===== src/rtl/i2c_reg_slave_pkg.sv =====
package i2c_reg_slave_pkg;

  typedef enum logic [3:0] {
    PH_IDLE,
    PH_DEVADDR,
    PH_DEVACK,
    PH_SUBADDR,
    PH_SUBACK,
    PH_WRBYTE,
    PH_WRACK,
    PH_RDBYTE,
    PH_RDACK,
    PH_IGNORE
  } phase_t;

  typedef struct packed {
    logic scl_rise;
    logic scl_fall;
    logic start;
    logic stop;
    logic sda;
  } bus_ev_t;

endpackage


===== src/rtl/i2c_line_sync.sv =====
module i2c_line_sync
  import i2c_reg_slave_pkg::*;
#(
  parameter int STAGES = 2
) (
  input  logic    clk,
  input  logic    rst_n,
  input  logic    scl_i,
  input  logic    sda_i,
  output bus_ev_t ev
);
  localparam int LINES = 2;
  localparam int SCL_IDX = 1;
  localparam int SDA_IDX = 0;

  logic [LINES-1:0] raw;
  logic [LINES-1:0] cur;
  logic [LINES-1:0] prev;

  assign raw = {scl_i, sda_i};

  for (genvar g = 0; g < LINES; g++) begin : g_line
    logic [STAGES-1:0] chain;
    always_ff @(posedge clk or negedge rst_n) begin
      if (!rst_n) begin
        chain <= '1;
      end else begin
        chain <= {chain[STAGES-2:0], raw[g]};
      end
    end
    assign cur[g] = chain[STAGES-1];
  end

  always_ff @(posedge clk or negedge rst_n) begin
    if (!rst_n) prev <= '1;
    else        prev <= cur;
  end

  always_comb begin
    ev.scl_rise = cur[SCL_IDX] & ~prev[SCL_IDX];
    ev.scl_fall = ~cur[SCL_IDX] & prev[SCL_IDX];
    ev.start    = cur[SCL_IDX] & prev[SCL_IDX] & prev[SDA_IDX] & ~cur[SDA_IDX];
    ev.stop     = cur[SCL_IDX] & prev[SCL_IDX] & ~prev[SDA_IDX] & cur[SDA_IDX];
    ev.sda      = cur[SDA_IDX];
  end

endmodule


===== src/rtl/i2c_ptr_unit.sv =====
module i2c_ptr_unit #(
  parameter int ADDR_W = 8
) (
  input  logic              clk,
  input  logic              rst_n,
  input  logic              load,
  input  logic [ADDR_W-1:0] load_val,
  input  logic              inc,
  output logic [ADDR_W-1:0] ptr
);
  always_ff @(posedge clk or negedge rst_n) begin
    if (!rst_n)   ptr <= '0;
    else if (load) ptr <= load_val;
    else if (inc)  ptr <= ptr + 1'b1;
  end
endmodule


===== src/rtl/i2c_phase_ctrl.sv =====
module i2c_phase_ctrl
  import i2c_reg_slave_pkg::*;
#(
  parameter logic [6:0] DEV_ADDR = 7'b1000011,
  parameter int         ADDR_W   = 8
) (
  input  logic              clk,
  input  logic              rst_n,
  input  bus_ev_t           ev,
  input  logic [7:0]        reg_rdata,
  output logic              sda_oe,
  output logic              ptr_load,
  output logic [ADDR_W-1:0] ptr_val,
  output logic              ptr_inc,
  output logic              reg_wr_en,
  output logic [7:0]        reg_wdata,
  output logic              reg_rd_en
);
  localparam int         BYTE_BITS = 8;
  localparam logic [3:0] FULL_CNT  = 4'(BYTE_BITS);
  localparam logic [3:0] LAST_TX   = 4'(BYTE_BITS - 1);

  phase_t     ph;
  logic [7:0] sh;
  logic [7:0] tx;
  logic [3:0] cnt;
  logic       half;
  logic       rw;
  logic       nack;

  always_ff @(posedge clk or negedge rst_n) begin
    if (!rst_n) begin
      ph        <= PH_IDLE;
      sh        <= '0;
      tx        <= '0;
      cnt       <= '0;
      half      <= 1'b0;
      rw        <= 1'b0;
      nack      <= 1'b0;
      sda_oe    <= 1'b0;
      ptr_load  <= 1'b0;
      ptr_val   <= '0;
      ptr_inc   <= 1'b0;
      reg_wr_en <= 1'b0;
      reg_wdata <= '0;
      reg_rd_en <= 1'b0;
    end else begin
      ptr_load  <= 1'b0;
      ptr_inc   <= 1'b0;
      reg_wr_en <= 1'b0;
      reg_rd_en <= 1'b0;
      if (ev.stop) begin
        ph     <= PH_IDLE;
        sda_oe <= 1'b0;
      end else if (ev.start) begin
        ph     <= PH_DEVADDR;
        cnt    <= '0;
        sda_oe <= 1'b0;
      end else begin
        unique case (ph)
          PH_DEVADDR, PH_SUBADDR, PH_WRBYTE: begin
            if (ev.scl_rise && cnt != FULL_CNT) begin
              sh  <= {sh[6:0], ev.sda};
              cnt <= cnt + 1'b1;
            end else if (ev.scl_fall && cnt == FULL_CNT) begin
              cnt  <= '0;
              half <= 1'b0;
              if (ph == PH_DEVADDR) begin
                if (sh[7:1] == DEV_ADDR) begin
                  rw     <= sh[0];
                  ph     <= PH_DEVACK;
                  sda_oe <= 1'b1;
                end else begin
                  ph <= PH_IGNORE;
                end
              end else if (ph == PH_SUBADDR) begin
                ptr_load <= 1'b1;
                ptr_val  <= sh[ADDR_W-1:0];
                ph       <= PH_SUBACK;
                sda_oe   <= 1'b1;
              end else begin
                reg_wr_en <= 1'b1;
                reg_wdata <= sh;
                ptr_inc   <= 1'b1;
                ph        <= PH_WRACK;
                sda_oe    <= 1'b1;
              end
            end
          end
          PH_DEVACK, PH_SUBACK, PH_WRACK: begin
            if (ev.scl_rise) begin
              half <= 1'b1;
            end else if (ev.scl_fall && half) begin
              half   <= 1'b0;
              cnt    <= '0;
              sda_oe <= 1'b0;
              if (ph == PH_DEVACK && rw) begin
                ph        <= PH_RDBYTE;
                tx        <= reg_rdata;
                sda_oe    <= ~reg_rdata[7];
                reg_rd_en <= 1'b1;
                ptr_inc   <= 1'b1;
              end else if (ph == PH_DEVACK) begin
                ph <= PH_SUBADDR;
              end else begin
                ph <= PH_WRBYTE;
              end
            end
          end
          PH_RDBYTE: begin
            if (ev.scl_fall) begin
              if (cnt == LAST_TX) begin
                ph     <= PH_RDACK;
                sda_oe <= 1'b0;
                half   <= 1'b0;
              end else begin
                tx     <= {tx[6:0], 1'b0};
                sda_oe <= ~tx[6];
                cnt    <= cnt + 1'b1;
              end
            end
          end
          PH_RDACK: begin
            if (ev.scl_rise) begin
              nack <= ev.sda;
              half <= 1'b1;
            end else if (ev.scl_fall && half) begin
              half <= 1'b0;
              cnt  <= '0;
              if (!nack) begin
                ph        <= PH_RDBYTE;
                tx        <= reg_rdata;
                sda_oe    <= ~reg_rdata[7];
                reg_rd_en <= 1'b1;
                ptr_inc   <= 1'b1;
              end else begin
                ph <= PH_IGNORE;
              end
            end
          end
          default: begin
          end
        endcase
      end
    end
  end

endmodule


===== src/rtl/i2c_reg_slave.sv =====
module i2c_reg_slave
  import i2c_reg_slave_pkg::*;
#(
  parameter logic [6:0] DEV_ADDR    = 7'b1000011,
  parameter int         ADDR_W      = 8,
  parameter int         SYNC_STAGES = 2
) (
  input  logic              clk,
  input  logic              rst_n,
  input  logic              scl_i,
  input  logic              sda_i,
  output logic              sda_oe,
  output logic [ADDR_W-1:0] reg_addr,
  output logic              reg_wr_en,
  output logic [7:0]        reg_wdata,
  output logic              reg_rd_en,
  input  logic [7:0]        reg_rdata
);
  bus_ev_t           bus_ev;
  logic              ptr_load;
  logic              ptr_inc;
  logic [ADDR_W-1:0] ptr_val;

  i2c_line_sync #(.STAGES(SYNC_STAGES)) u_sync (
    .clk   (clk),
    .rst_n (rst_n),
    .scl_i (scl_i),
    .sda_i (sda_i),
    .ev    (bus_ev)
  );

  i2c_phase_ctrl #(.DEV_ADDR(DEV_ADDR), .ADDR_W(ADDR_W)) u_ctrl (
    .clk       (clk),
    .rst_n     (rst_n),
    .ev        (bus_ev),
    .reg_rdata (reg_rdata),
    .sda_oe    (sda_oe),
    .ptr_load  (ptr_load),
    .ptr_val   (ptr_val),
    .ptr_inc   (ptr_inc),
    .reg_wr_en (reg_wr_en),
    .reg_wdata (reg_wdata),
    .reg_rd_en (reg_rd_en)
  );

  i2c_ptr_unit #(.ADDR_W(ADDR_W)) u_ptr (
    .clk      (clk),
    .rst_n    (rst_n),
    .load     (ptr_load),
    .load_val (ptr_val),
    .inc      (ptr_inc),
    .ptr      (reg_addr)
  );

endmodule


===== config.mk =====
export PLATFORM = sky130hd
export DESIGN_NAME = i2c_reg_slave
export DESIGN_NICKNAME = d
export VERILOG_FILES = /design/src/rtl/i2c_reg_slave_pkg.sv /design/src/rtl/i2c_line_sync.sv /design/src/rtl/i2c_ptr_unit.sv /design/src/rtl/i2c_phase_ctrl.sv /design/src/rtl/i2c_reg_slave.sv
export SDC_FILE = /design/constraint.sdc
export NUM_CORES = 1
export LEC_CHECK = 0
export ABC_AREA = 1
export BUFFER_PORTS_ARGS = -buffer_cell sky130_fd_sc_hd__buf_2
export CAP_MARGIN = 30
export CORE_AREA = 2 2 106 108
export DETAILED_ROUTE_END_ITERATION = 12
export DIE_AREA = 0 0 108 110
export PLACE_DENSITY = 0.56
export SYNTH_ARGS = -nofsm -noshare
export SYNTH_HDL_FRONTEND = slang
export SYNTH_SLANG_ARGS = --single-unit

===== constraint.sdc =====
create_clock -name clk -period 2.4 [get_ports clk]
set_clock_uncertainty 0.2 [all_clocks]
set_input_delay 0.48 -clock clk [delete_from_list [all_inputs] [get_ports clk]]
set_output_delay 0.48 -clock clk [all_outputs]
set_load 0.005 [all_outputs]

==> run summary <==
Status -> complete, no violations
Max Cap Violations -> 0
Largest net degree at the start of global routing -> 54
DIE HEIGHT -> 110 um
Critical Path Source Type -> flop
CTS Buf Count -> 9
YS warnings -> 0
H-tree Lvls -> 3
Slew HR -> 0.653
Top cells by area, synth -> dfrtp_1 (44%), nand2_1 (13%), dfstp_2 (5.0%), nand3_1 (4.9%), o21ai_2 (4.4%)
Post-route clock period utilization -> 0.899
Critical path class -> reg2reg
IO Pins -> 31
Tot Pwr -> 3.77 mW
Reg clk slew, reported paths -> 70 ps
CTS Sinks -> 61
Mapped Cells -> 381
Pwr dens -> 1020 nW/um^2
Hold Path Class -> in2reg
GP Congestion -> 0.887
Post-CTS Hold Buffers -> 1
Leak Pwr -> 1.79 nW
Core area -> 10,700 sq um
Nature of the critical path endpoint -> flop
Die area -> 11,900 sq um
Starting Density -> 0.296
Net Count, Synth -> 396
Ratio of cells with drive above 1 in the final layout -> 0.217
Clock Tree Buf Depth -> 2
Syn Std Cell Area -> 3160 sq um
1st-iter DRT viols -> 124
EDFF count, synth -> 0
Fin Hold WS -> 25.2 ps
Final setup fails -> 0
Final Critical Period -> 2160 ps
Endpoints failing hold -> 0
#FFs+latches synth -> 61
Worst vdd ir -> 0.000366 V
Total iterations of the first detailed-routing run -> 5
Post-CTS Resized -> 0
RSZ-0062 raised after global routing -> no
Worst slack, placed -> 266 ps
Root Buffer -> clkbuf_8
DR WL/cell -> 12.1 um
Synth unique cells -> 31
Max Freq -> 464 MHz
GR Util All Layers -> 0.126
Post-DRT Antenna Nets -> 0
Die Wd -> 108 um
Initial antenna violation count -> 0
Setup_tns -> 0 ps
Critical Path AT -> 2190 ps
Post-CTS setup buffer count -> 0
Req. time, crit path -> 2430 ps
DR vias/cell -> 4.65
Max-slew violations -> 0
Overflow after GRT -> 0
Register area share after synthesis -> 0.485
Worst-margin pin slew -> 518 ps
CTS tree -> yes
Nets -> 434
IO Port Bufs -> 30
Setup ws final -> 243 ps
Worst skew pair latency -> 350 ps
First-pass GRT wire length -> 11.7 mm
Row cnt -> 38
Top FF cell, synth -> dfrtp_1
Layout area overhead -> 17.1%
Synth async-reset ratio -> 1.00
Worst-path fanout max -> 14
Most frequent cells after synthesis -> nand2_1 (112), dfrtp_1 (55), inv_1 (36)
Post-DP HPWL -> 5.00 mm
Yosys top cell area share -> 0.435
Via Count -> 2,623
Most frequent cell after synthesis -> nand2_1
Remaining routing DRC violations -> 0
Avg Cell Area, Syn -> 8.30 sq um
Yosys top cell by area -> dfrtp_1
Antenna diodes -> 0
Routed wire length -> 6.82 mm
Vias in the first global route -> 2,511
-- cells in the final DEF, fill, tap and decap left out --
master	instances
nand2_2	7
buf_2	30
o211ai_1	6
inv_6	2
nand2_4	1
nand3_2	1
clkinvlp_4	2
dlygate4sd3_1	1
dfstp_2	6
mux2i_1	6
inv_1	36
o21ai_1	2
nand4_4	1
xor2_1	5
dfrtp_1	55
buf_4	2
clkinv_2	1
buf_12	1
o21ai_2	16
xnor2_1	3
bufinv_16	2
o21ai_0	23
ha_1	3
nand3_1	31
nor2_2	8
clkbuf_8	9
a21oi_1	3
o221ai_1	2
nor3_1	3
a31oi_1	3
nand2_1	112
inv_2	1
nor2_1	33
nor2_4	1
nand4_2	1
a22oi_1	2
nand4_1	3
-- registers in the layout, summed over array words and instances, names as in the netlist --
signal / cells
u_ctrl.reg_wr_en: 1
u_ctrl.reg_wdata: 8
u_ctrl.half: 1
u_ctrl.ptr_load: 1
u_sync.g_line.chain: 4
u_ctrl.rw: 1
u_ctrl.sh: 8
u_ctrl.cnt: 4
u_ctrl.ph: 4
u_ctrl.ptr_inc: 1
u_sync.prev: 2
u_ctrl.tx: 7
u_ptr.ptr: 8
u_ctrl.nack: 1
u_ctrl.reg_rd_en: 1
u_ctrl.sda_oe: 1
u_ctrl.ptr_val: 8
-- report_power, final --
part | leakage [nW] | total, mW | switching (mW) | internal, mW
sequential | 0.807 | 1.36 | 0.146 | 1.21
clock | 0.106 | 1.03 | 0.436 | 0.589
combinational | 0.876 | 1.38 | 0.918 | 0.461
-- final timing paths --
kind                       slack, ps                 startpoint  depth (start not counted)                        end
setup / recovery                 240               u_ctrl.ph[3]                          8               u_ctrl.tx[0]
hold / removal                    30                      sda_i                          1  u_sync.g_line[0].chain[0]
setup reg to reg                 240               u_ctrl.ph[3]                          8               u_ctrl.tx[0]
hold reg to reg                  160  u_sync.g_line[0].chain[0]                          0  u_sync.g_line[0].chain[1]
max in group asynchronous       1090                      rst_n                          3  u_sync.g_line[0].chain[0]
min in group asynchronous        310                      rst_n                          2               u_ptr.ptr[7]
-- worst max-delay path, stage by stage, from the launching register on --
cell and delay, ps:
dfrtp_1 420, inv_1 150, nand2_1 110, nor2_4 260, nor2_2 120, nand2_2 120, nand4_2 400, nand2_1 210
o21ai_2 60
-- kinds of logic after synthesis --
logic type                 Yosys count  share of synthesized area
DFF                                 61                      0.485
AOI/OAI and AO/OA                   57                      0.119
buffers and inverters               44                     0.0601
xor gates and xnor gates             8                     0.0222
muxes                                6                     0.0190
adders and majority gates            3                     0.0119
and+or+nand+nor                    202                      0.283
-- layout make-up --
type | instances | area [sq um]
clock buffers | 9 | 124
clock inverters | 7 | 97.6
fillers | 1121 | 7000
inverters | 37 | 139
multi-input cells | 276 | 1440
flip-flops and latches | 61 | 1530
well taps | 140 | 175
repair buffers | 34 | 195
-- per-layer routing --
metal | share of wire | track usage | vias to the layer above
met5 | 0 | 0 | -
met4 | 0.021 | 0.0586 | 0
met3 | 0.050 | 0.0323 | 9
met2 | 0.46 | 0.200 | 80
met1 | 0.47 | 0.163 | 1216
li1 | - | - | 1318
-- through the flow --
| step | area [sq um] | util | instances |
|---|---|---|---|
| after floorplan | 3160 | - | 381 |
| after global placement | 3470 | 0.324 | 547 |
| after detailed placement | 3470 | 0.324 | 547 |
| after CTS | 3700 | 0.346 | 564 |
| after global routing | 3700 | 0.346 | 564 |
| final | 3700 | 0.346 | 564 |
No activity file was read; power rests on OpenSTA's default activity.
